**src/rtl/untag_pkg.sv**
```systemverilog
package untag_pkg;
  typedef enum logic [1:0] {
    ACC_DATA  = 2'd0,
    ACC_FETCH = 2'd1,
    ACC_CTRL  = 2'd2,
    ACC_RSVD  = 2'd3
  } acc_kind_e;

  typedef enum logic [1:0] {
    MSK_NONE    = 2'd0,
    MSK_WIDE    = 2'd1,
    MSK_NARROW  = 2'd2,
    MSK_U_SHORT = 2'd3
  } msk_mode_e;
endpackage

```
**src/rtl/untag_mode_sel.sv**
```systemverilog
module untag_mode_sel
  import untag_pkg::*;
(
  input  logic       sup_ptr,
  input  acc_kind_e  kind,
  input  logic       u_narrow,
  input  logic       u_wide,
  input  logic       s_en,
  input  logic       five_lvl,
  output msk_mode_e  mode
);
  always_comb begin
    mode = MSK_NONE;
    if (kind == ACC_DATA) begin
      if (!sup_ptr) begin
        if (u_narrow)    mode = five_lvl ? MSK_NARROW : MSK_U_SHORT;
        else if (u_wide) mode = MSK_WIDE;
      end else if (s_en) begin
        mode = five_lvl ? MSK_NARROW : MSK_WIDE;
      end
    end
  end
endmodule

```
**src/rtl/untag_canon_chk.sv**
```systemverilog
module untag_canon_chk
  import untag_pkg::*;
#(
  parameter int ADDR_W    = 64,
  parameter int LOW_EDGE  = 47,
  parameter int HIGH_EDGE = 56
) (
  input  logic [ADDR_W-1:0] addr,
  input  msk_mode_e         mode,
  input  logic              five_lvl,
  output logic [ADDR_W-1:0] addr_out,
  output logic              fault
);
  localparam int TOP = ADDR_W - 1;

  logic [ADDR_W-1:0] strip_wide;
  logic [ADDR_W-1:0] strip_narrow;

  genvar gi;
  generate
    for (gi = 0; gi < ADDR_W; gi++) begin : g_bit
      if (gi == TOP) begin : g_top
        assign strip_wide[gi]   = addr[gi];
        assign strip_narrow[gi] = addr[gi];
      end else if (gi > HIGH_EDGE) begin : g_hi
        assign strip_wide[gi]   = addr[LOW_EDGE];
        assign strip_narrow[gi] = addr[HIGH_EDGE];
      end else if (gi > LOW_EDGE) begin : g_mid
        assign strip_wide[gi]   = addr[LOW_EDGE];
        assign strip_narrow[gi] = addr[gi];
      end else begin : g_lo
        assign strip_wide[gi]   = addr[gi];
        assign strip_narrow[gi] = addr[gi];
      end
    end
  endgenerate

  logic shallow_ok, deep_ok, legacy_ok;
  logic wide_ok, narrow_ok, short_ok;

  always_comb begin
    shallow_ok = (&addr[TOP:LOW_EDGE]) | ~(|addr[TOP:LOW_EDGE]);
    deep_ok    = (&addr[TOP:HIGH_EDGE]) | ~(|addr[TOP:HIGH_EDGE]);
    legacy_ok  = five_lvl ? deep_ok : shallow_ok;
    wide_ok    = addr[TOP] == addr[LOW_EDGE];
    narrow_ok  = addr[TOP] == addr[HIGH_EDGE];
    short_ok   = !addr[TOP] && ~(|addr[HIGH_EDGE:LOW_EDGE]);
  end

  always_comb begin
    unique case (mode)
      MSK_WIDE: begin
        addr_out = strip_wide;
        fault    = !wide_ok;
      end
      MSK_NARROW: begin
        addr_out = strip_narrow;
        fault    = !narrow_ok;
      end
      MSK_U_SHORT: begin
        addr_out = strip_narrow;
        fault    = !short_ok;
      end
      default: begin
        addr_out = addr;
        fault    = !legacy_ok;
      end
    endcase
  end
endmodule

```
**src/rtl/untag_pipe_reg.sv**
```systemverilog
module untag_pipe_reg #(
  parameter int DATA_W = 65
) (
  input  logic              clk,
  input  logic              rst_n,
  input  logic              up_valid,
  output logic              up_ready,
  input  logic [DATA_W-1:0] up_data,
  output logic              dn_valid,
  input  logic              dn_ready,
  output logic [DATA_W-1:0] dn_data
);
  logic              vld_q, vld_d;
  logic [DATA_W-1:0] dat_q, dat_d;
  logic              load;

  always_comb begin
    up_ready = !vld_q || dn_ready;
    load     = up_valid && up_ready;
    vld_d    = vld_q;
    dat_d    = dat_q;
    if (load) begin
      vld_d = 1'b1;
      dat_d = up_data;
    end else if (dn_ready) begin
      vld_d = 1'b0;
    end
  end

  always_ff @(posedge clk or negedge rst_n) begin
    if (!rst_n) begin
      vld_q <= 1'b0;
      dat_q <= '0;
    end else begin
      vld_q <= vld_d;
      if (load) dat_q <= dat_d;
    end
  end

  assign dn_valid = vld_q;
  assign dn_data  = dat_q;
endmodule

```
**src/rtl/addr_untag_stage.sv**
```systemverilog
module addr_untag_stage
  import untag_pkg::*;
#(
  parameter int ADDR_W    = 64,
  parameter int LOW_EDGE  = 47,
  parameter int HIGH_EDGE = 56
) (
  input  logic              clk,
  input  logic              rst_n,
  input  logic              in_valid,
  output logic              in_ready,
  input  logic [ADDR_W-1:0] in_addr,
  input  logic [1:0]        in_kind,
  input  logic              in_u_narrow,
  input  logic              in_u_wide,
  input  logic              in_s_en,
  input  logic              in_five_lvl,
  output logic              out_valid,
  input  logic              out_ready,
  output logic [ADDR_W-1:0] out_addr,
  output logic              out_fault
);
  localparam int PAY_W = ADDR_W + 1;

  msk_mode_e         mode;
  logic [ADDR_W-1:0] clean_addr;
  logic              bad;
  logic [PAY_W-1:0]  pay_out;

  untag_mode_sel u_sel (
    .sup_ptr  (in_addr[ADDR_W-1]),
    .kind     (acc_kind_e'(in_kind)),
    .u_narrow (in_u_narrow),
    .u_wide   (in_u_wide),
    .s_en     (in_s_en),
    .five_lvl (in_five_lvl),
    .mode     (mode)
  );

  untag_canon_chk #(
    .ADDR_W    (ADDR_W),
    .LOW_EDGE  (LOW_EDGE),
    .HIGH_EDGE (HIGH_EDGE)
  ) u_chk (
    .addr     (in_addr),
    .mode     (mode),
    .five_lvl (in_five_lvl),
    .addr_out (clean_addr),
    .fault    (bad)
  );

  untag_pipe_reg #(
    .DATA_W (PAY_W)
  ) u_reg (
    .clk      (clk),
    .rst_n    (rst_n),
    .up_valid (in_valid),
    .up_ready (in_ready),
    .up_data  ({bad, clean_addr}),
    .dn_valid (out_valid),
    .dn_ready (out_ready),
    .dn_data  (pay_out)
  );

  assign out_fault = pay_out[PAY_W-1];
  assign out_addr  = pay_out[ADDR_W-1:0];
endmodule

```
**config.mk**
```make
export PLATFORM = sky130hd
export DESIGN_NAME = addr_untag_stage
export DESIGN_NICKNAME = d
export VERILOG_FILES = /design/src/rtl/untag_pkg.sv /design/src/rtl/untag_mode_sel.sv /design/src/rtl/untag_canon_chk.sv /design/src/rtl/untag_pipe_reg.sv /design/src/rtl/addr_untag_stage.sv
export SDC_FILE = /design/constraint.sdc
export NUM_CORES = 1
export LEC_CHECK = 0
export BUFFER_PORTS_ARGS = -buffer_cell sky130_fd_sc_hd__buf_2
export CAP_MARGIN = 20
export CORE_ASPECT_RATIO = 0.9
export CORE_MARGIN = 1.5
export CORE_UTILIZATION = 45
export DETAILED_ROUTE_END_ITERATION = 12
export GPL_ROUTABILITY_DRIVEN = 1
export HOLD_SLACK_MARGIN = 0.1
export PLACE_DENSITY = 0.75
export SLEW_MARGIN = 30
export SYNTH_ARGS = -nofsm -noshare
export SYNTH_HDL_FRONTEND = slang
export SYNTH_HIERARCHICAL = 1
export SYNTH_SLANG_ARGS = --single-unit
```
**constraint.sdc**
```tcl
create_clock -name clk -period 2.05 [get_ports clk]
set_input_delay 0.205 -clock clk [delete_from_list [all_inputs] [get_ports clk]]
set_output_delay 0.205 -clock clk [all_outputs]
set_load 0.01 [all_outputs]
```
==> impl_results.md, run 1 <==
- Slew Limit Fails: 0
- Final min period: between 1.5 and 2 ns
- Required time of the worst setup path: 2.32 ns
- Setup CP Type: in2reg
- CTS Sinks: 66
- Yosys warning count: 6
- Largest net degree at the start of global routing: 66
- Avg Inst Size Synth: 13.5 um^2
- Initial antenna violation count: 0
- Crit-path max FO: 9
- Die height: about 86 um
- HP Start: in_addr[47]
- Slew Limit Headroom: 68.3%
- First-pass GRT wire length: 11.4 mm
- Min-delay worst type: in2reg
- Post-route ant nets: 0
- Flop pwr share: 42.8%
- Total clock buffers created by CTS: 9
- TNS Setup: 0 ns
- NetSw: between 1000 and 1500 uW
- Root Driver: clkbuf_8
- Worst-skew pair later-pin latency: 0.34 ns
- Largest area contributor in the synthesized netlist: dfrtp_1
- Final hold violations: 0
- WHS Endpoint: u_reg/dn_data[47]
- Peak supply drop: 542 uV
- WHS Path Cells: 2
- Critical Path AT: 1.94 ns
- Final nets: 479
- Vias in the first global route: 2438
- Top cell type's share of synthesized area: 47.6%
- Rows: 30
- Worst hold margin: approximately 0.2 ns
- Total global-route track usage: 18.4%
- Share of layout cells above drive strength 1: 56.6%
- H-tree depth: 3
- Seq/Total Area, Yosys: 47.6%
- Unique masters post-synth: 29
- Die area: about 8200 um^2
- Actual slew at the worst max-slew pin: 0.475 ns
- DR vias: 2384
- Pint: 2760 uW
- Routed vias/inst: approximately 4.7
- Post-synthesis cell area: approximately 3500 um^2
- Power share of the clock group: 32.5%
- Core area: 7510 um^2
- Final wirelength: between 7 and 8 mm
- Max-cap violation count: 0
- Post-Syn Nets: 330
- DRC: 0
- Final setup vio count: 0
- Max Fclk: 0.601 GHz
- Yosys reg bits: 66
- IO Count: 141
- Synth top area cells: dfrtp_1 48%, mux2_4 22%, buf_4 11%
- Net Sw Frac: 26.7%
- Grt total ovfl: 0
- # diodes: 0
- PwrDens: 825 nW/um^2
- DRT iter0 DRCs: 54
- FF-to-FF setup slack: ~0.56 ns
- Synth-to-Final Area Change: 31.7%
- Setup bufs post-CTS: 0
- Drt first pass iters: 4
- R2R Path End: u_reg/dn_data[64]
- Port Buffers: 140
- Die width: between 90 and 100 um
- Avg WL per Cell: 14.9 um
- Status: finished, final reports clean
- TritonCTS clock tree: built
- Cells after Synth: 256
- Setup crit end kind: flop
- Worst setup SP type: input port
- Comb power frac: between 20% and 30%
- Period utilization: 81.2%
- GPL Wtd Cong: ~0.82
- CTS clk-pin slew, worst paths: approximately 0.070 ns
- Crit Reg-Reg Startpoint: u_reg/dn_valid
- RSZ-0062 raised after global routing: no
- Worst Skew: roughly 0.0085 ns
- Dpl hpwl: 4.69 mm
- CTS max path bufs: 2
- Worst r2r path cells: 4
- Leak pwr: 0.00235 uW
- Starting Density: 46.2%
## synth_stat cells
cell / number
nand2b_4: 1
nor2_1: 4
nand3_1: 3
buf_12: 6
o211a_1: 1
o22ai_1: 2
nor4_1: 3
nand2b_1: 8
a22o_1: 1
a211oi_1: 1
a21oi_1: 7
or2b_1: 1
or2_2: 1
mux2_4: 51
nand2_1: 18
clkbuf_1: 1
nor2b_1: 1
and4_1: 1
nand3b_1: 1
xor2_1: 2
nand4_1: 3
or4_1: 3
mux2_2: 15
dfrtp_1: 66
nor3_1: 2
nand2_4: 1
a2111oi_1: 1
buf_2: 2
buf_4: 49
## cell usage in the layout, fill, tap and decap left out, drive strengths merged, types with 3 or more instances in the layout
cell	n
nor2	4
clkbuf	10
mux2	66
nand2	19
nand3	3
buf	147
dlygate4sd3	49
a21oi	7
dfrtp	66
nor4	3
or4	3
nand2b	9
nand4	3
## power by group through the flow
stage | Sequential, uW | Combinational (uW) | Clock (uW)
2_1_floorplan | 1720 | 479 | 0
3_3_place_gp | 1620 | 845 | 0
3_5_place_dp | 1630 | 860 | 0
4_1_cts | 1610 | 932 | 1280
5_1_grt | 1640 | 1010 | 1330
6_report | 1610 | 933 | 1220
## kinds of logic after synthesis
logic type                share of synthesized area, %
muxes                                             26.9
DFF                                               47.6
buffers and inverters                             14.5
and+or+nand+nor                                   8.04
AOI/OAI and AO/OA                                 2.42
xor gates and xnor gates                         0.505
## metal layers
| metal | vias to the layer above | global-route usage, % | part of all wire (%) |
|---|---|---|---|
| li1 | 1135 | - | - |
| met1 | 1151 | 19.8 | 39 |
| met2 | 89 | 34.4 | 53 |
| met3 | 9 | 4.82 | 6.0 |
| met4 | 0 | 6.42 | 1.1 |
| met5 | - | 0 | 0 |
## worst max-delay path: stages
cell,delay (ns)
buf_2,0.11
buf_4,0.16
nand2b_1,0.15
a211oi_1,0.27
buf_4,0.20
nand2b_1,0.14
o22ai_1,0.08
a2111oi_1,0.39
mux2_2,0.23
## sequential cells by signal, indices dropped and copies added (netlist names)
register / flops
u_reg/dn_data: 65
u_reg/dn_valid: 1
## worst max path at each step
stage                           start           endpoint  slack (ns)  depth (start not counted)
after floorplan           in_addr[63]  u_reg/dn_data[64]        0.23                          6
after global placement    in_addr[63]  u_reg/dn_data[64]        0.11                          7
after detailed placement  in_addr[63]  u_reg/dn_data[64]        0.04                          9
after CTS                 in_addr[63]  u_reg/dn_data[64]        0.40                          9
after global routing      in_addr[63]  u_reg/dn_data[64]        0.30                          9
final                     in_addr[63]  u_reg/dn_data[64]        0.39                          9
## timing repair
action	in CTS	in global routing
hold endpoints to repair	64	2
hold buffers	47	2
resized for setup	0	0
## stage by stage
| step | util [%] | total power [uW] | worst slack (ns) | area, um^2 | std cells |
|---|---|---|---|---|---|
| after floorplan | - | 2200 | 0.233 | 3470 | 256 |
| after global placement | 51.3 | 2460 | 0.107 | 3850 | 441 |
| after detailed placement | 51.3 | 2490 | 0.0363 | 3850 | 441 |
| after CTS | 60.6 | 3820 | 0.403 | 4550 | 504 |
| after global routing | 60.9 | 3970 | 0.300 | 4570 | 506 |
| final | 60.9 | 3770 | 0.386 | 4570 | 506 |
## final cells by class
cell class | instances | area [um^2]
tap | 96 | 120
clock inverter | 6 | 88.8
multi-input combinational | 132 | 1320
fill | 627 | 2940
sequential | 66 | 1650
timing repair buffer | 196 | 1260
clock buffer | 10 | 138
(Power assumes the default switching activity.)
==> inputs of run 2 (changes only) <==
--- a/config.mk
+++ b/config.mk
@@ -9,11 +9,11 @@
 export CAP_MARGIN = 20
 export CORE_ASPECT_RATIO = 0.9
 export CORE_MARGIN = 1.5
-export CORE_UTILIZATION = 45
+export CORE_UTILIZATION = 44
 export DETAILED_ROUTE_END_ITERATION = 12
 export GPL_ROUTABILITY_DRIVEN = 1
 export HOLD_SLACK_MARGIN = 0.1
-export PLACE_DENSITY = 0.75
+export PLACE_DENSITY = 0.77
 export SLEW_MARGIN = 30
 export SYNTH_ARGS = -nofsm -noshare
 export SYNTH_HDL_FRONTEND = slang
==> constraint.sdc (replaced) <==
create_clock -name clk -period 1.4 [get_ports clk]
set_input_delay 0.14 -clock clk [delete_from_list [all_inputs] [get_ports clk]]
set_output_delay 0.14 -clock clk [all_outputs]
set_load 0.01 [all_outputs]
==> impl_results.md, run 2 (synthesis results as in run 1) <==
- Status: finished with violations
- Failing checks: negative setup slack
- Storage cell area: 1650 um^2 (unchanged)
- Worst path max stage delay: 0.54 ns (+0.15 ns)
- Peak supply drop: 587 uV (+8.3%)
- Total global-route track usage: 18.1% (-0.28 points)
- Fill count: 567 (-9.6%)
- Slew Limit Headroom: 74.8% (+6.5 points)
- IO Count: 141 (unchanged)
- Die area: 8420 um^2 (+2.2%)
- Min-delay worst type: in2reg
- CTS clk-pin slew, worst paths: 0.08 ns (about the same)
- Critical path's top delay family: multiplexers
- Required time of the worst setup path: 1.62 ns (-0.70 ns)
- Most common cell after layout, fill and taps aside: buf_2
- CP bufs+invs: 1 (-2)
- Largest net degree at the start of global routing: 67 (+1.5%)
- Rows: 30 (unchanged)
- Die height: 87.2 um (+1.1%)
- Setup CP Type: in2reg
- Final Util: 65.2% (+4.3 points)
- Max Fclk: around 0.64 GHz
- Final hold violations: 0 (unchanged)
- PwrDens: 1140 nW/um^2 (+38%)
- Actual slew at the worst max-slew pin: 0.375 ns (-0.100 ns)
- Setup crit end kind: flop
- Max FFs per register: 65 (unchanged)
- Vias in the first global route: 2502 (+2.6%)
- DRT iter0 DRCs: 39 (-28%)
- Worst Slack Setup Final: -0.164 ns (-0.550 ns)
- Die width: 96.6 um (+1.1%)
- # diodes: 0 (unchanged)
- Final min period: 1.56 ns
- Cell Count Post-Placement: 456 (+3.4%)
- Final nets: 502 (+4.8%)
- Final setup vio count: 14 (+14)
- Crit-path max FO: 2 (-7)
- First-pass GRT wire length: 11.6 mm (+1.3%)
- Multi-input logic area: 1430 um^2 (+8.6%)
- Total clock buffers created by CTS: 9 (unchanged)
- CTS max path bufs: 2 (unchanged)
- Slowest-stage cell, CP: or4_4
- Synth-to-Final Area Change: 42.5%
- Worst Skew: 0.00503 ns (-0.00343 ns)
- Post-route ant nets: 0 (unchanged)
- Share of layout cells above drive strength 1: 63.7% (+7.2 points)
- Max-cap violation count: 0 (unchanged)
- Worst setup SP type: input port
- Drt first pass iters: 4 (unchanged)
- Final wirelength: 7.98 mm (+5.7%)
- Worst-skew pair later-pin latency: 0.32 ns (-0.02 ns)
- DRC: 0 (unchanged)
- Period utilization: 112%
- CTS Sinks: 66 (unchanged)
- DR vias: 2506 (+5.1%)
- Initial antenna violation count: 0 (unchanged)
- Leak pwr: 0.00251 uW (+6.9%)
- H-tree depth: 3 (unchanged)
- Post-route insts no fill: 529 (+4.5%)
- GPL Wtd Cong: 0.817 (-0.77%)
- Avg WL per Cell: 15.1 um (+1.1%)
- Most frequent cells in the layout: 138 x buf_2, 66 x dfrtp_1, 51 x mux2_4, 50 x dlygate4sd3_1, 16 x buf_4
- Root Driver: clkbuf_8
- Grt total ovfl: 0 (unchanged)
- Starting Density: 45.7% (-0.46 points)
- CP cell instances: buf_6 > mux2_4 > a22o_1 > or4_4 > o22ai_2 > a2111oi_2 > mux2_2
- Port Buffers: 140 (unchanged)
- Slew Limit Fails: 0 (unchanged)
- Critical Path AT: 1.78 ns (-0.16 ns)
- Core area: 7580 um^2 (+1.0%)
- TritonCTS clock tree: built
- Routed vias/inst: 4.74 (+0.55%)
- Dpl hpwl: 4.85 mm (+3.6%)
- RSZ-0062 raised after global routing: yes
-- run 2: changes by cell type in the layout (fill, tap and decap cells not counted), moves of 3 or more --
cell,previous run,this run
buf_6,0,11
buf_4,6,16
a21oi_1,7,0
nand2_1,18,11
nand2_2,0,7
a21oi_2,0,6
buf_12,1,4
-- run 2: timing repair --
item,4_1_cts,5_1_grt
gates cloned,0,2
gates resized for setup,1,36
setup endpoints to repair,10,16
pin swaps,0,16
setup buffers,0,5
endpoints found under the hold margin,114,0
hold buffers,50,0
-- run 2: stage by stage --
| step | power [uW] | hold WS (ns) | TNS [ns] | setup slack, ns | cell area [um^2] |
|---|---|---|---|---|---|
| after floorplan | 3230 | -0.156 | -1.37 | -0.344 | 3480 |
| final | 5630 | 0.167 | -0.432 | -0.164 | 4940 |
| after global routing | 5940 | 0.164 | -0.799 | -0.212 | 4940 |
| after detailed placement | 3700 | 0.181 | -6.32 | -0.504 | 4000 |
| after CTS | 5620 | 0.145 | -0.538 | -0.141 | 4730 |
| after global placement | 3650 | 0.178 | -5.14 | -0.485 | 4000 |
-- run 2: path summary, 6_finish.rpt --
check | endpoint | cells past startpoint | from | slack [ns]
worst max-delay path | u_reg/dn_data[64] | 7 | in_addr[63] | -0.16
worst min-delay path | u_reg/dn_data[55] | 4 | in_addr[55] | 0.17
max in group asynchronous | u_reg/dn_data[48] | 3 | rst_n | 0.73
worst max register to register | u_reg/dn_data[60] | 4 | u_reg/dn_valid | 0.09
worst min register to register | u_reg/dn_data[2] | 1 | u_reg/dn_data[2] | 0.51
min in group asynchronous | u_reg/dn_data[43] | 3 | rst_n | 0.36
-- run 2: cell type report --
cell class,count,area share (%)
Multi-Input combinational cell,132,28.9
Clock inverter,6,1.80
Tap cell,96,2.43
Sequential cell,66,33.4
Clock buffer,10,2.79
Timing Repair Buffer,219,30.7
-- run 2: worst reg2reg max path: cells and delay by family, from the launching register on --
| kind | cells | cell delay [ns] |
|---|---|---|
| and+or+nand+nor | 2 | 0.20 |
| muxes | 1 | 0.36 |
| buffers and inverters | 1 | 0.24 |
| DFF | 1 | 0.40 |
-- run 2: metal layers --
layer  global-route usage (%)  share of wire, %
met4                     5.14              0.93
met3                     4.89               6.0
met2                     32.4                51
met1                     21.2                42
met5                        0                 0
-- run 2: power by group --
| group | internal [uW] | switching (uW) |
|---|---|---|
| combinational | 871 | 613 |
| clock | 1050 | 732 |
| sequential | 2200 | 163 |
==> inputs of run 3 (changes only) <==
--- a/config.mk
+++ b/config.mk
@@ -7,11 +7,12 @@
 export LEC_CHECK = 0
 export BUFFER_PORTS_ARGS = -buffer_cell sky130_fd_sc_hd__buf_2
 export CAP_MARGIN = 20
-export CORE_ASPECT_RATIO = 0.9
+export CORE_ASPECT_RATIO = 1.1
 export CORE_MARGIN = 1.5
 export CORE_UTILIZATION = 44
 export DETAILED_ROUTE_END_ITERATION = 12
 export GPL_ROUTABILITY_DRIVEN = 1
+export GPL_TIMING_DRIVEN = 0
 export HOLD_SLACK_MARGIN = 0.1
 export PLACE_DENSITY = 0.77
 export SLEW_MARGIN = 30
==> impl_results.md, run 3 (synthesis results as in run 1) <==
- IO Count: 141 (unchanged)
- HP Start: in_addr[49]
- Grt total ovfl: 0 (unchanged)
- Vias in the first global route: 2510 (+0.32%)
- Rows: 33 (+10%)
- NetSw: 1500 uW (-0.67%)
- Total global-route track usage: 18.6% (+0.45 points)
- WHS Path Cells: 4 (unchanged)
- Final Util: 64.2% (-0.97 points)
- Min-delay worst type: in2reg
- Initial antenna violation count: 0 (unchanged)
- Final setup vio count: 1 (-13)
- Global-route track usage on met3: 3.77% (-1.1 points)
- Routed vias/inst: 4.64 (-2.1%)
- CTS Sinks: 66 (unchanged)
- DRT iter0 DRCs: 53 (+36%)
- Comb power frac: 26.8% (+0.5 points)
- Required time of the worst setup path: 1.62 ns (about the same)
- Leak pwr: 0.00245 uW (-2.6%)
- Max-cap violation count: 0 (unchanged)
- Post-route insts no fill: 522 (-1.3%)
- Root Driver: clkbuf_8
- Die height: 96.1 um (+10%)
- Max Fclk: 0.629 GHz (-1.5%)
- Worst Skew: 0.0142 ns (+0.00915 ns)
- PwrDens: 1130 nW/um^2 (-0.51%)
- Slowest-stage cell, CP: or4_1
- Power share of the clock group: 30.5% (-1.2 points)
- Dpl hpwl: 5.05 mm (+4.1%)
- GR peak layer: met2
- CP cell instances: buf_8 > mux2_4 > a22o_1 > or4_1 > o22ai_1 > a2111oi_1 > mux2_2
- Post-route ant nets: 0 (unchanged)
- Slew Limit Fails: 0 (unchanged)
- Critical path's top delay family: multiplexers
- Worst r2r path cells: 5 (+1)
- Die width: 87.7 um (-9.3%)
- Most frequent cells in the layout: 93 x buf_2, 66 x dfrtp_1, 52 x buf_4, 51 x mux2_4, 50 x dlygate4sd3_1
- Worst setup SP type: input port
- Starting Density: 45.9% (+0.16 points)
- Final min period: 1.59 ns (+0.0244 ns)
- DR vias: 2420 (-3.4%)
- Crit-path max FO: 10 (+8)
- Final nets: 486 (-3.2%)
- Actual slew at the worst max-slew pin: 0.426 ns (+0.0510 ns)
- Slew Limit Headroom: 71.6% (-3.2 points)
- Final wirelength: 7.69 mm (-3.7%)
- Max FFs per register: 65 (unchanged)
- Critical Path AT: 1.81 ns (+0.03 ns)
- Synth-to-Final Area Change: 39.9%
- Die area: 8420 um^2 (about the same)
- Drt first pass iters: 4 (unchanged)
- Status: finished with violations
- Avg WL per Cell: 14.7 um (-2.4%)
- Share of layout cells above drive strength 1: 58.0% (-5.7 points)
- # diodes: 0 (unchanged)
- First-pass GRT wire length: 11.9 mm (+2.4%)
- Failing checks: negative setup slack
- Core area: 7560 um^2 (-0.35%)
- Port Buffers: 93 (-34%)
- WHS Endpoint: u_reg/dn_data[49]
- Net Sw Frac: 27.2% (+0.45 points)
- Flop pwr share: 42.8% (+0.9 points)
- Final hold violations: 0 (unchanged)
- H-tree depth: 3 (unchanged)
- Setup CP Type: in2reg
- Cell Count Post-Placement: 455 (-0.22%)
- Peak supply drop: 735 uV (+25%)
- Largest net degree at the start of global routing: 37 (-45%)
- DRC: 0 (unchanged)
- Met1 Use GR: 21.6% (+0.41 points)
- CTS max path bufs: 2 (unchanged)
- Pint: 4000 uW (-2.9%)
- Worst Slack Setup Final: -0.189 ns (-0.0244 ns)
- R2R Path End: u_reg/dn_data[10]
- CP bufs+invs: 1 (unchanged)
- CP Launch Point: in_addr[63]
- FF-to-FF setup slack: 0.09 ns (about the same)
- TritonCTS clock tree: built
- Worst-skew pair later-pin latency: 0.34 ns (+0.02 ns)
- Most common cell after layout, fill and taps aside: buf_2
- CTS clk-pin slew, worst paths: 0.08 ns (about the same)
- Grt met2 use: 32.9% (+0.59 points)
- RSZ-0062 raised after global routing: yes
- Worst path max stage delay: 0.53 ns (about the same)
- Total clock buffers created by CTS: 9 (unchanged)
- Fill count: 600 (+5.8%)
- GPL Wtd Cong: 0.854 (+4.5%)
- Setup crit end kind: flop
- Crit Reg-Reg Startpoint: u_reg/dn_valid
- Period utilization: 113% (+1.7 points)
[run 3: cell types whose count changed in the layout (fill, tap and decap cells not counted), sizes merged]
cell      previous run  this run
clkinv               1         0
clkinvlp             2         3
buf                169       153
bufinv               2         1
clkbuf              10        11
[run 3: layer usage]
metal	vias to the layer above	wire, um
met4	0	127
met5	-	0
li1	1149	-
met2	83	4200
met1	1176	3050
met3	12	319
[run 3: worst max-delay path by stage]
stage	endpoint	slack [ns]	cells past startpoint
2_1_floorplan	u_reg/dn_data[64]	-0.34	6
3_3_place_gp	u_reg/dn_data[64]	-0.65	7
3_5_place_dp	u_reg/dn_data[64]	-0.66	7
4_1_cts	u_reg/dn_data[64]	-0.19	7
5_1_grt	u_reg/dn_data[64]	-0.21	7
6_report	u_reg/dn_data[64]	-0.19	7
[run 3: stage by stage]
stage / TNS, ns / setup WS (ns) / hold WS (ns) / instance area (um^2) / total power, uW
after floorplan: -1.37 / -0.344 / -0.156 / 3480 / 3230
after global routing: -0.459 / -0.211 / 0.160 / 4850 / 5790
final: -0.189 / -0.189 / 0.160 / 4850 / 5500
after CTS: -0.186 / -0.186 / 0.142 / 4820 / 5570
after detailed placement: -7.23 / -0.658 / 0.106 / 4100 / 3740
after global placement: -10.66 / -0.646 / 0.372 / 4080 / 3690
[run 3: what timing repair did]
item / in CTS / in global routing
pin swaps: 0 / 6
buffers inserted: 0 / 1
gates resized for setup: 2 / 6
setup endpoints to repair: 16 / 16
cloned: 0 / 0
hold buffers: 50 / 0
endpoints found under the hold margin: 105 / 0
[run 3: power groups by stage]
stage          clock network, uW  logic, uW  registers (uW)
2_1_floorplan                  0        703            2520
3_3_place_gp                   0       1320            2370
3_5_place_dp                   0       1350            2390
4_1_cts                     1740       1470            2350
5_1_grt                     1820       1590            2390
6_report                    1680       1470            2350
[run 3: tightest hold or removal path: cells and delay by family]
family                 cells  cell delay, ns
buffers and inverters      1            0.10
multiplexers               1            0.13
AND/OR/NAND/NOR            2            0.10
[run 3: cell type report]
cell class                      count  area, um^2  area share (%)
Sequential cell                    66        1650            34.0
Multi-Input combinational cell    132        1340            27.7
Timing Repair Buffer              145        1010            20.7
Buffer                             58         505            10.4
Clock buffer                       11         151            3.12
Tap cell                          105         131            2.71
Clock inverter                      5        61.3            1.26
